File: src/rtl/lut_window_pkg.sv
`timescale 1ns/1ps
package lut_window_pkg;

  typedef struct packed {
    logic access;   // perform one bank access this cycle
    logic write;    // the access also stores
    logic capture;  // move bank output into the read-data register
  } winStrobe_t;

  // number of words in bank sel; unimplemented selects behave as depth 1
  function automatic int unsigned memDepth(input int unsigned sel,
                                           input int unsigned numMems,
                                           input int unsigned baseAw);
    if (sel < numMems) return 32'd1 << (baseAw - sel);
    return 32'd1;
  endfunction

endpackage

File: src/rtl/lut_window_ctrl.sv
`timescale 1ns/1ps
module lut_window_ctrl #(
  parameter int unsigned NUM_MEMS = 4,
  parameter int unsigned BASE_AW  = 6,
  parameter int unsigned SEL_W    = 3,
  parameter int unsigned DATA_W   = 16
) (
  input  logic                          clk,
  input  logic                          rstN,
  input  logic                          regWrEn,
  input  logic [1:0]                    regSel,
  input  logic [DATA_W-1:0]             regWrData,
  output lut_window_pkg::winStrobe_t    stb,
  output logic [SEL_W-1:0]              memSel,
  output logic [BASE_AW-1:0]            memAddr,
  output logic [DATA_W-1:0]             memData,
  output logic                          busy
);
  import lut_window_pkg::*;

  localparam logic [1:0] REG_MODE = 2'd0;
  localparam logic [1:0] REG_ADDR = 2'd1;
  localparam logic [1:0] REG_DATA = 2'd2;
  localparam int unsigned DIR_BIT = SEL_W;
  localparam int unsigned INC_BIT = SEL_W + 1;
  localparam int unsigned EXT_BIT = SEL_W + 2;

  logic [SEL_W-1:0]   modeSel;
  logic               modeWrite, modeInc, modeExt;
  logic [BASE_AW-1:0] addrReg, ptr;
  logic               busyQ;
  logic               hostFree, modeHit, addrHit, doAccess;
  logic [SEL_W-1:0]   newSel;

  function automatic logic [BASE_AW-1:0] ptrMask(input logic [SEL_W-1:0] s);
    int unsigned d;
    d = memDepth(int'(s), NUM_MEMS, BASE_AW);
    return BASE_AW'(d - 1);
  endfunction

  always_comb begin
    hostFree = regWrEn && !busyQ;
    modeHit  = hostFree && (regSel == REG_MODE);
    addrHit  = hostFree && (regSel == REG_ADDR);
    doAccess = hostFree && (regSel == REG_DATA) && !modeExt;
    newSel   = regWrData[SEL_W-1:0];
  end

  always_ff @(posedge clk) begin
    if (!rstN) begin
      modeSel   <= '0;
      modeWrite <= 1'b0;
      modeInc   <= 1'b0;
      modeExt   <= 1'b0;
      addrReg   <= '0;
      ptr       <= '0;
      busyQ     <= 1'b0;
    end else begin
      busyQ <= doAccess;
      if (modeHit) begin
        modeSel   <= newSel;
        modeWrite <= regWrData[DIR_BIT];
        modeInc   <= regWrData[INC_BIT];
        modeExt   <= regWrData[EXT_BIT];
        ptr       <= addrReg & ptrMask(newSel);
      end else if (addrHit) begin
        addrReg <= regWrData[BASE_AW-1:0];
        ptr     <= regWrData[BASE_AW-1:0] & ptrMask(modeSel);
      end else if (doAccess && modeInc) begin
        ptr <= (ptr + 1'b1) & ptrMask(modeSel);
      end
    end
  end

  always_comb begin
    stb.access  = doAccess;
    stb.write   = modeWrite;
    stb.capture = busyQ;
    memSel      = modeSel;
    memAddr     = ptr;
    memData     = regWrData;
    busy        = busyQ;
  end

endmodule

File: src/rtl/lut_window_dp.sv
`timescale 1ns/1ps
module lut_window_dp #(
  parameter int unsigned NUM_MEMS = 4,
  parameter int unsigned BASE_AW  = 6,
  parameter int unsigned SEL_W    = 3,
  parameter int unsigned DATA_W   = 16
) (
  input  logic                       clk,
  input  logic                       rstN,
  input  lut_window_pkg::winStrobe_t stb,
  input  logic [SEL_W-1:0]           memSel,
  input  logic [BASE_AW-1:0]         memAddr,
  input  logic [DATA_W-1:0]          memData,
  output logic [DATA_W-1:0]          rdData
);
  import lut_window_pkg::*;

  logic [NUM_MEMS-1:0][DATA_W-1:0] bankOut;
  logic [SEL_W-1:0]                lastSel;
  logic [DATA_W-1:0]               selOut;

  for (genvar i = 0; i < NUM_MEMS; i++) begin : g_bank
    localparam int unsigned AW_I  = BASE_AW - i;
    localparam int unsigned DEPTH = memDepth(i, NUM_MEMS, BASE_AW);
    logic [DATA_W-1:0] ram [DEPTH];
    logic [DATA_W-1:0] q;
    logic [AW_I-1:0]   idx;
    logic              hit;

    always_comb begin
      idx = memAddr[AW_I-1:0];
      hit = stb.access && (memSel == SEL_W'(i));
    end

    // single port, read-before-write
    always_ff @(posedge clk) begin
      if (hit) begin
        q <= ram[idx];
        if (stb.write) ram[idx] <= memData;
      end
    end

    assign bankOut[i] = q;
  end

  always_comb begin
    selOut = '0;
    for (int i = 0; i < NUM_MEMS; i++) begin
      if (lastSel == SEL_W'(i)) selOut = bankOut[i];
    end
  end

  always_ff @(posedge clk) begin
    if (!rstN) begin
      lastSel <= '0;
      rdData  <= '0;
    end else begin
      if (stb.access) lastSel <= memSel;
      if (stb.capture) rdData <= selOut;
    end
  end

endmodule

File: src/rtl/lut_window.sv
`timescale 1ns/1ps
module lut_window #(
  parameter int unsigned NUM_MEMS = 4,
  parameter int unsigned BASE_AW  = 6,
  parameter int unsigned SEL_W    = 3,
  parameter int unsigned DATA_W   = 16
) (
  input  logic              clk,
  input  logic              rstN,
  input  logic              regWrEn,
  input  logic [1:0]        regSel,
  input  logic [DATA_W-1:0] regWrData,
  output logic [DATA_W-1:0] rdData,
  output logic              busy
);
  import lut_window_pkg::*;

  winStrobe_t         stb;
  logic [SEL_W-1:0]   memSel;
  logic [BASE_AW-1:0] memAddr;
  logic [DATA_W-1:0]  memData;

  lut_window_ctrl #(
    .NUM_MEMS(NUM_MEMS), .BASE_AW(BASE_AW), .SEL_W(SEL_W), .DATA_W(DATA_W)
  ) u_ctrl (
    .clk(clk), .rstN(rstN), .regWrEn(regWrEn), .regSel(regSel),
    .regWrData(regWrData), .stb(stb), .memSel(memSel), .memAddr(memAddr),
    .memData(memData), .busy(busy)
  );

  lut_window_dp #(
    .NUM_MEMS(NUM_MEMS), .BASE_AW(BASE_AW), .SEL_W(SEL_W), .DATA_W(DATA_W)
  ) u_dp (
    .clk(clk), .rstN(rstN), .stb(stb), .memSel(memSel), .memAddr(memAddr),
    .memData(memData), .rdData(rdData)
  );

endmodule

File: config.mk
export PLATFORM = sky130hd
export DESIGN_NAME = lut_window
export DESIGN_NICKNAME = d
export VERILOG_FILES = /design/src/rtl/lut_window_pkg.sv /design/src/rtl/lut_window_ctrl.sv /design/src/rtl/lut_window_dp.sv /design/src/rtl/lut_window.sv
export SDC_FILE = /design/constraint.sdc
export NUM_CORES = 2
export LEC_CHECK = 0
export ABC_CLOCK_PERIOD_IN_PS = 4600
export BUFFER_PORTS_ARGS = -buffer_cell sky130_fd_sc_hd__buf_2
export CORE_ASPECT_RATIO = 1.2
export CORE_MARGIN = 8
export CORE_UTILIZATION = 50
export CTS_CLUSTER_DIAMETER = 30
export DETAILED_ROUTE_END_ITERATION = 7
export PLACE_DENSITY = 0.76
export SKIP_CTS_REPAIR_TIMING = 1
export SYNTH_ARGS = -nofsm -noshare
export SYNTH_HDL_FRONTEND = slang
export SYNTH_SLANG_ARGS = --single-unit
File: constraint.sdc
create_clock -name clk -period 4.6 [get_ports clk]
set_input_delay 0.46 -clock clk [delete_from_list [all_inputs] [get_ports clk]]
set_output_delay 0.46 -clock clk [all_outputs]
set_load 0.01 [all_outputs]
==> flow_metrics.env <==
export IMPL_synth_distinct_cells=84
export IMPL_whs_ns=0.0798
export IMPL_syn_nets=4480
export IMPL_cp_slowest_cell="a211oi_1"
export IMPL_syn_area_sq_um=78100
export IMPL_ir_drop_mv=0.405
export IMPL_wl_met2_um=110000
export IMPL_wl_per_cell_um=34.2
export IMPL_multi_input_comb_area_sq_um=16200
export IMPL_critical_path_class="register to register"
export IMPL_wl_um=244000
export IMPL_status="finished with violations"
export IMPL_cts_max_path_buffers=4
export IMPL_register_area_sq_um=60400
export IMPL_hold_start="regWrData[4]"
export IMPL_ys_flop_type="edfxtp_1"
export IMPL_cts_tree="built"
export IMPL_critPathLaunch="u_ctrl.memAddr[2]$_SDFFE_PN0P_"
export IMPL_die_x_um=377
export IMPL_cpPeakStageDelay_ns=1.00
export IMPL_finalSetupViolCount=0
export IMPL_cts_buffers=311
export IMPL_path_buf_inv=1
export IMPL_root_buffer="clkbuf_16"
export IMPL_rr_startpoint="u_ctrl.memAddr[2]$_SDFFE_PN0P_"
export IMPL_antenna_found_initial=11
export IMPL_layout_nets=4819
export IMPL_synth_edf_count=1984
export IMPL_fin_skew_ns=0.0556
export IMPL_place_congestion=0.980
export IMPL_first_iter_violations=8875
export IMPL_cp_cell_sequence="nor2b_4, buf_12, a221oi_1, a221oi_1, a211oi_1, a211oi_1, o32a_1"
export IMPL_worstPathRequired_ns=5.37
export IMPL_maxCapViolations=1
export IMPL_io_buffer_count=37
export IMPL_clock_sinks=2022
export IMPL_post_route_period_util_pct=89.1
export IMPL_grt_usage_pct=27.8
export IMPL_fillCellCount=10600
export IMPL_grt_overflow=0
export IMPL_tns_ns=0
export IMPL_synth_avg_cell_area_sq_um=17.6
export IMPL_hp_class="input pin to register"
export IMPL_clkLatencyLatePin_ns=0.91
export IMPL_end_kind="register"
export IMPL_leakage_nw=29.3
export IMPL_row_count=159
export IMPL_min_period_ns=4.10
export IMPL_htreeDepth=5
export IMPL_rsz0062_at_grt="false"
export IMPL_fp_dieH_um=449
export IMPL_syn2layout_area_growth_pct=18.0
export IMPL_synthArstFlopShare_pct=0
export IMPL_dp_hpwl_um=139000
export IMPL_drc_errors=0
export IMPL_critPathTopFamily="compound AO/OA/AOI/OAI gates"
export IMPL_met1_length_um=78600
export IMPL_hold_viol_final=0
export IMPL_highest_layer="met5"
export IMPL_routed_wl_met3_um=34400
export IMPL_clkTransAtPathRegs_ns=0.06
export IMPL_drive_above_1_share_pct=21.5
export IMPL_arrival_ns=4.86
export IMPL_grt_max_degree=99
export IMPL_first_pass_iters=6
export IMPL_dieArea_sq_um=169000
export IMPL_power_mw=46.1
export IMPL_slew_headroom_pct=-3.66
export IMPL_io_pins=38
export IMPL_fmax_ghz=0.244
export IMPL_grt_pass1_wl_um=341000
export IMPL_finalNonFillerCells=7115
export IMPL_core_area_sq_um=156000
export IMPL_ant_nets=0
export IMPL_ys_seq_area_share_pct=77.3
export IMPL_powerDensity_nw_per_um2=501
export IMPL_synth_seq_cells=2022
export IMPL_finalMaxSlewViolations=11
export IMPL_synth_cells=4447
export IMPL_start_kind="register"
export IMPL_critical_path_max_fanout=41
export IMPL_vias=48600
export IMPL_worst_pin_slew_ns=1.55
export IMPL_violations="max-capacitance violations, max-slew violations"
export IMPL_post_place_cells=6565
export IMPL_first_global_vias=47700
export IMPL_yosys_warnings=0
export IMPL_initial_core_util_pct=50.1
export IMPL_vias_per_cell=6.82
[path summary, 6_finish.rpt]
check | cells after the start | slack (ns) | end
max | 7 | 0.50 | u_dp.g_bank[0].q[7]$_DFFE_PP_
min | 1 | 0.08 | u_dp.g_bank[0].ram[47][4]$_DFFE_PP_
max reg2reg | 7 | 0.50 | u_dp.g_bank[0].q[7]$_DFFE_PP_
min reg2reg | 2 | 0.47 | u_ctrl.addrReg[1]$_SDFFE_PN0P_
[per-layer routing]
metal	GRT usage (%)	up-vias
li1	-	18900
met1	34.0	24000
met2	42.4	4586
met3	8.32	1052
met4	19.5	6
met5	0	-
[synth_stat cells (12+ instances only)]
library cell / n / area (sq um)
nor2b_1: 37 / 231
o211ai_1: 20 / 150
buf_6: 25 / 282
a31oi_1: 21 / 131
buf_2: 120 / 601
a221oi_1: 171 / 1500
nand2_1: 203 / 762
o221ai_1: 29 / 254
mux2i_1: 236 / 2360
clkbuf_1: 83 / 312
a21oi_1: 216 / 1080
a211oi_1: 19 / 143
a21boi_0: 16 / 120
buf_4: 53 / 398
a22oi_1: 186 / 1400
mux2_2: 102 / 1150
edfxtp_1: 1984 / 59600
a222oi_1: 15 / 150
o22ai_1: 31 / 194
ha_1: 12 / 150
a22o_1: 30 / 263
inv_1: 12 / 45.0
o21ai_0: 167 / 836
buf_1: 17 / 63.8
nor2_1: 220 / 826
nand4_1: 18 / 113
mux4_2: 91 / 2050
nand3_1: 50 / 250
dfxtp_1: 38 / 761
nor3_1: 15 / 75.1
a221o_1: 51 / 510
[state kept, by name (all words and copies together), names as in the netlist, 3 cells and up]
signal           flops
u_dp.rdData         16
u_ctrl.memAddr       6
u_ctrl.addrReg       6
u_dp.g_bank.q       64
u_dp.lastSel         3
u_ctrl.memSel        3
u_dp.g_bank.ram   1920
[through the flow]
stage | setup slack (ns) | utilization [%] | area [sq um]
2_1_floorplan | 1.33 | - | 78100
3_3_place_gp | 1.02 | 52.5 | 81800
3_5_place_dp | 1.06 | 52.5 | 81800
4_1_cts | 1.04 | 59.1 | 92100
5_1_grt | 0.582 | 59.1 | 92100
6_report | 0.502 | 59.1 | 92100
[where the power goes]
part	switching [mW]	internal, mW	leakage [nW]
clock network	8.56	14.5	4.93
registers	0.0891	20.3	18.1
logic	1.97	0.748	6.22
total	10.6	35.5	29.3
[kinds of logic (layout without fill, tap and decap cells)]
logic type	count (synthesis)	after routing	synth area share, %
DFF	2022	2022	77.3
buffers and inverters	311	878	2.18
xor gates and xnor gates	7	7	0.0785
muxes	430	430	7.14
AOI/OAI and AO/OA	1057	1057	9.57
adders and majority gates	12	12	0.192
and+or+nand+nor	608	608	3.54
other	0	8	0
[cell type report]
class,instances,share of cell area [%]
flip-flops and latches,2022,65.5
multi-input cells,2114,17.6
inverters,13,0.0584
diodes,8,0.0217
well taps,2093,2.84
clock buffers,339,8.74
repair buffers,324,2.86
clock inverters,202,2.38
[placed cells by master (no fill, tap or decap), types with 40 or more instances in the layout]
master | Yosys | routed
buf_4 | 53 | 282
clkbuf_16 | 0 | 318
a221oi_1 | 171 | 171
inv_6 | 0 | 40
nor2_1 | 220 | 218
mux4_2 | 91 | 91
nand3_1 | 50 | 50
o21ai_0 | 167 | 167
a22oi_1 | 186 | 186
mux2_2 | 102 | 102
edfxtp_1 | 1984 | 1984
nand2_1 | 203 | 203
mux2i_1 | 236 | 236
a21oi_1 | 216 | 216
a221o_1 | 51 | 51
Power figures use the tool's default switching activity.
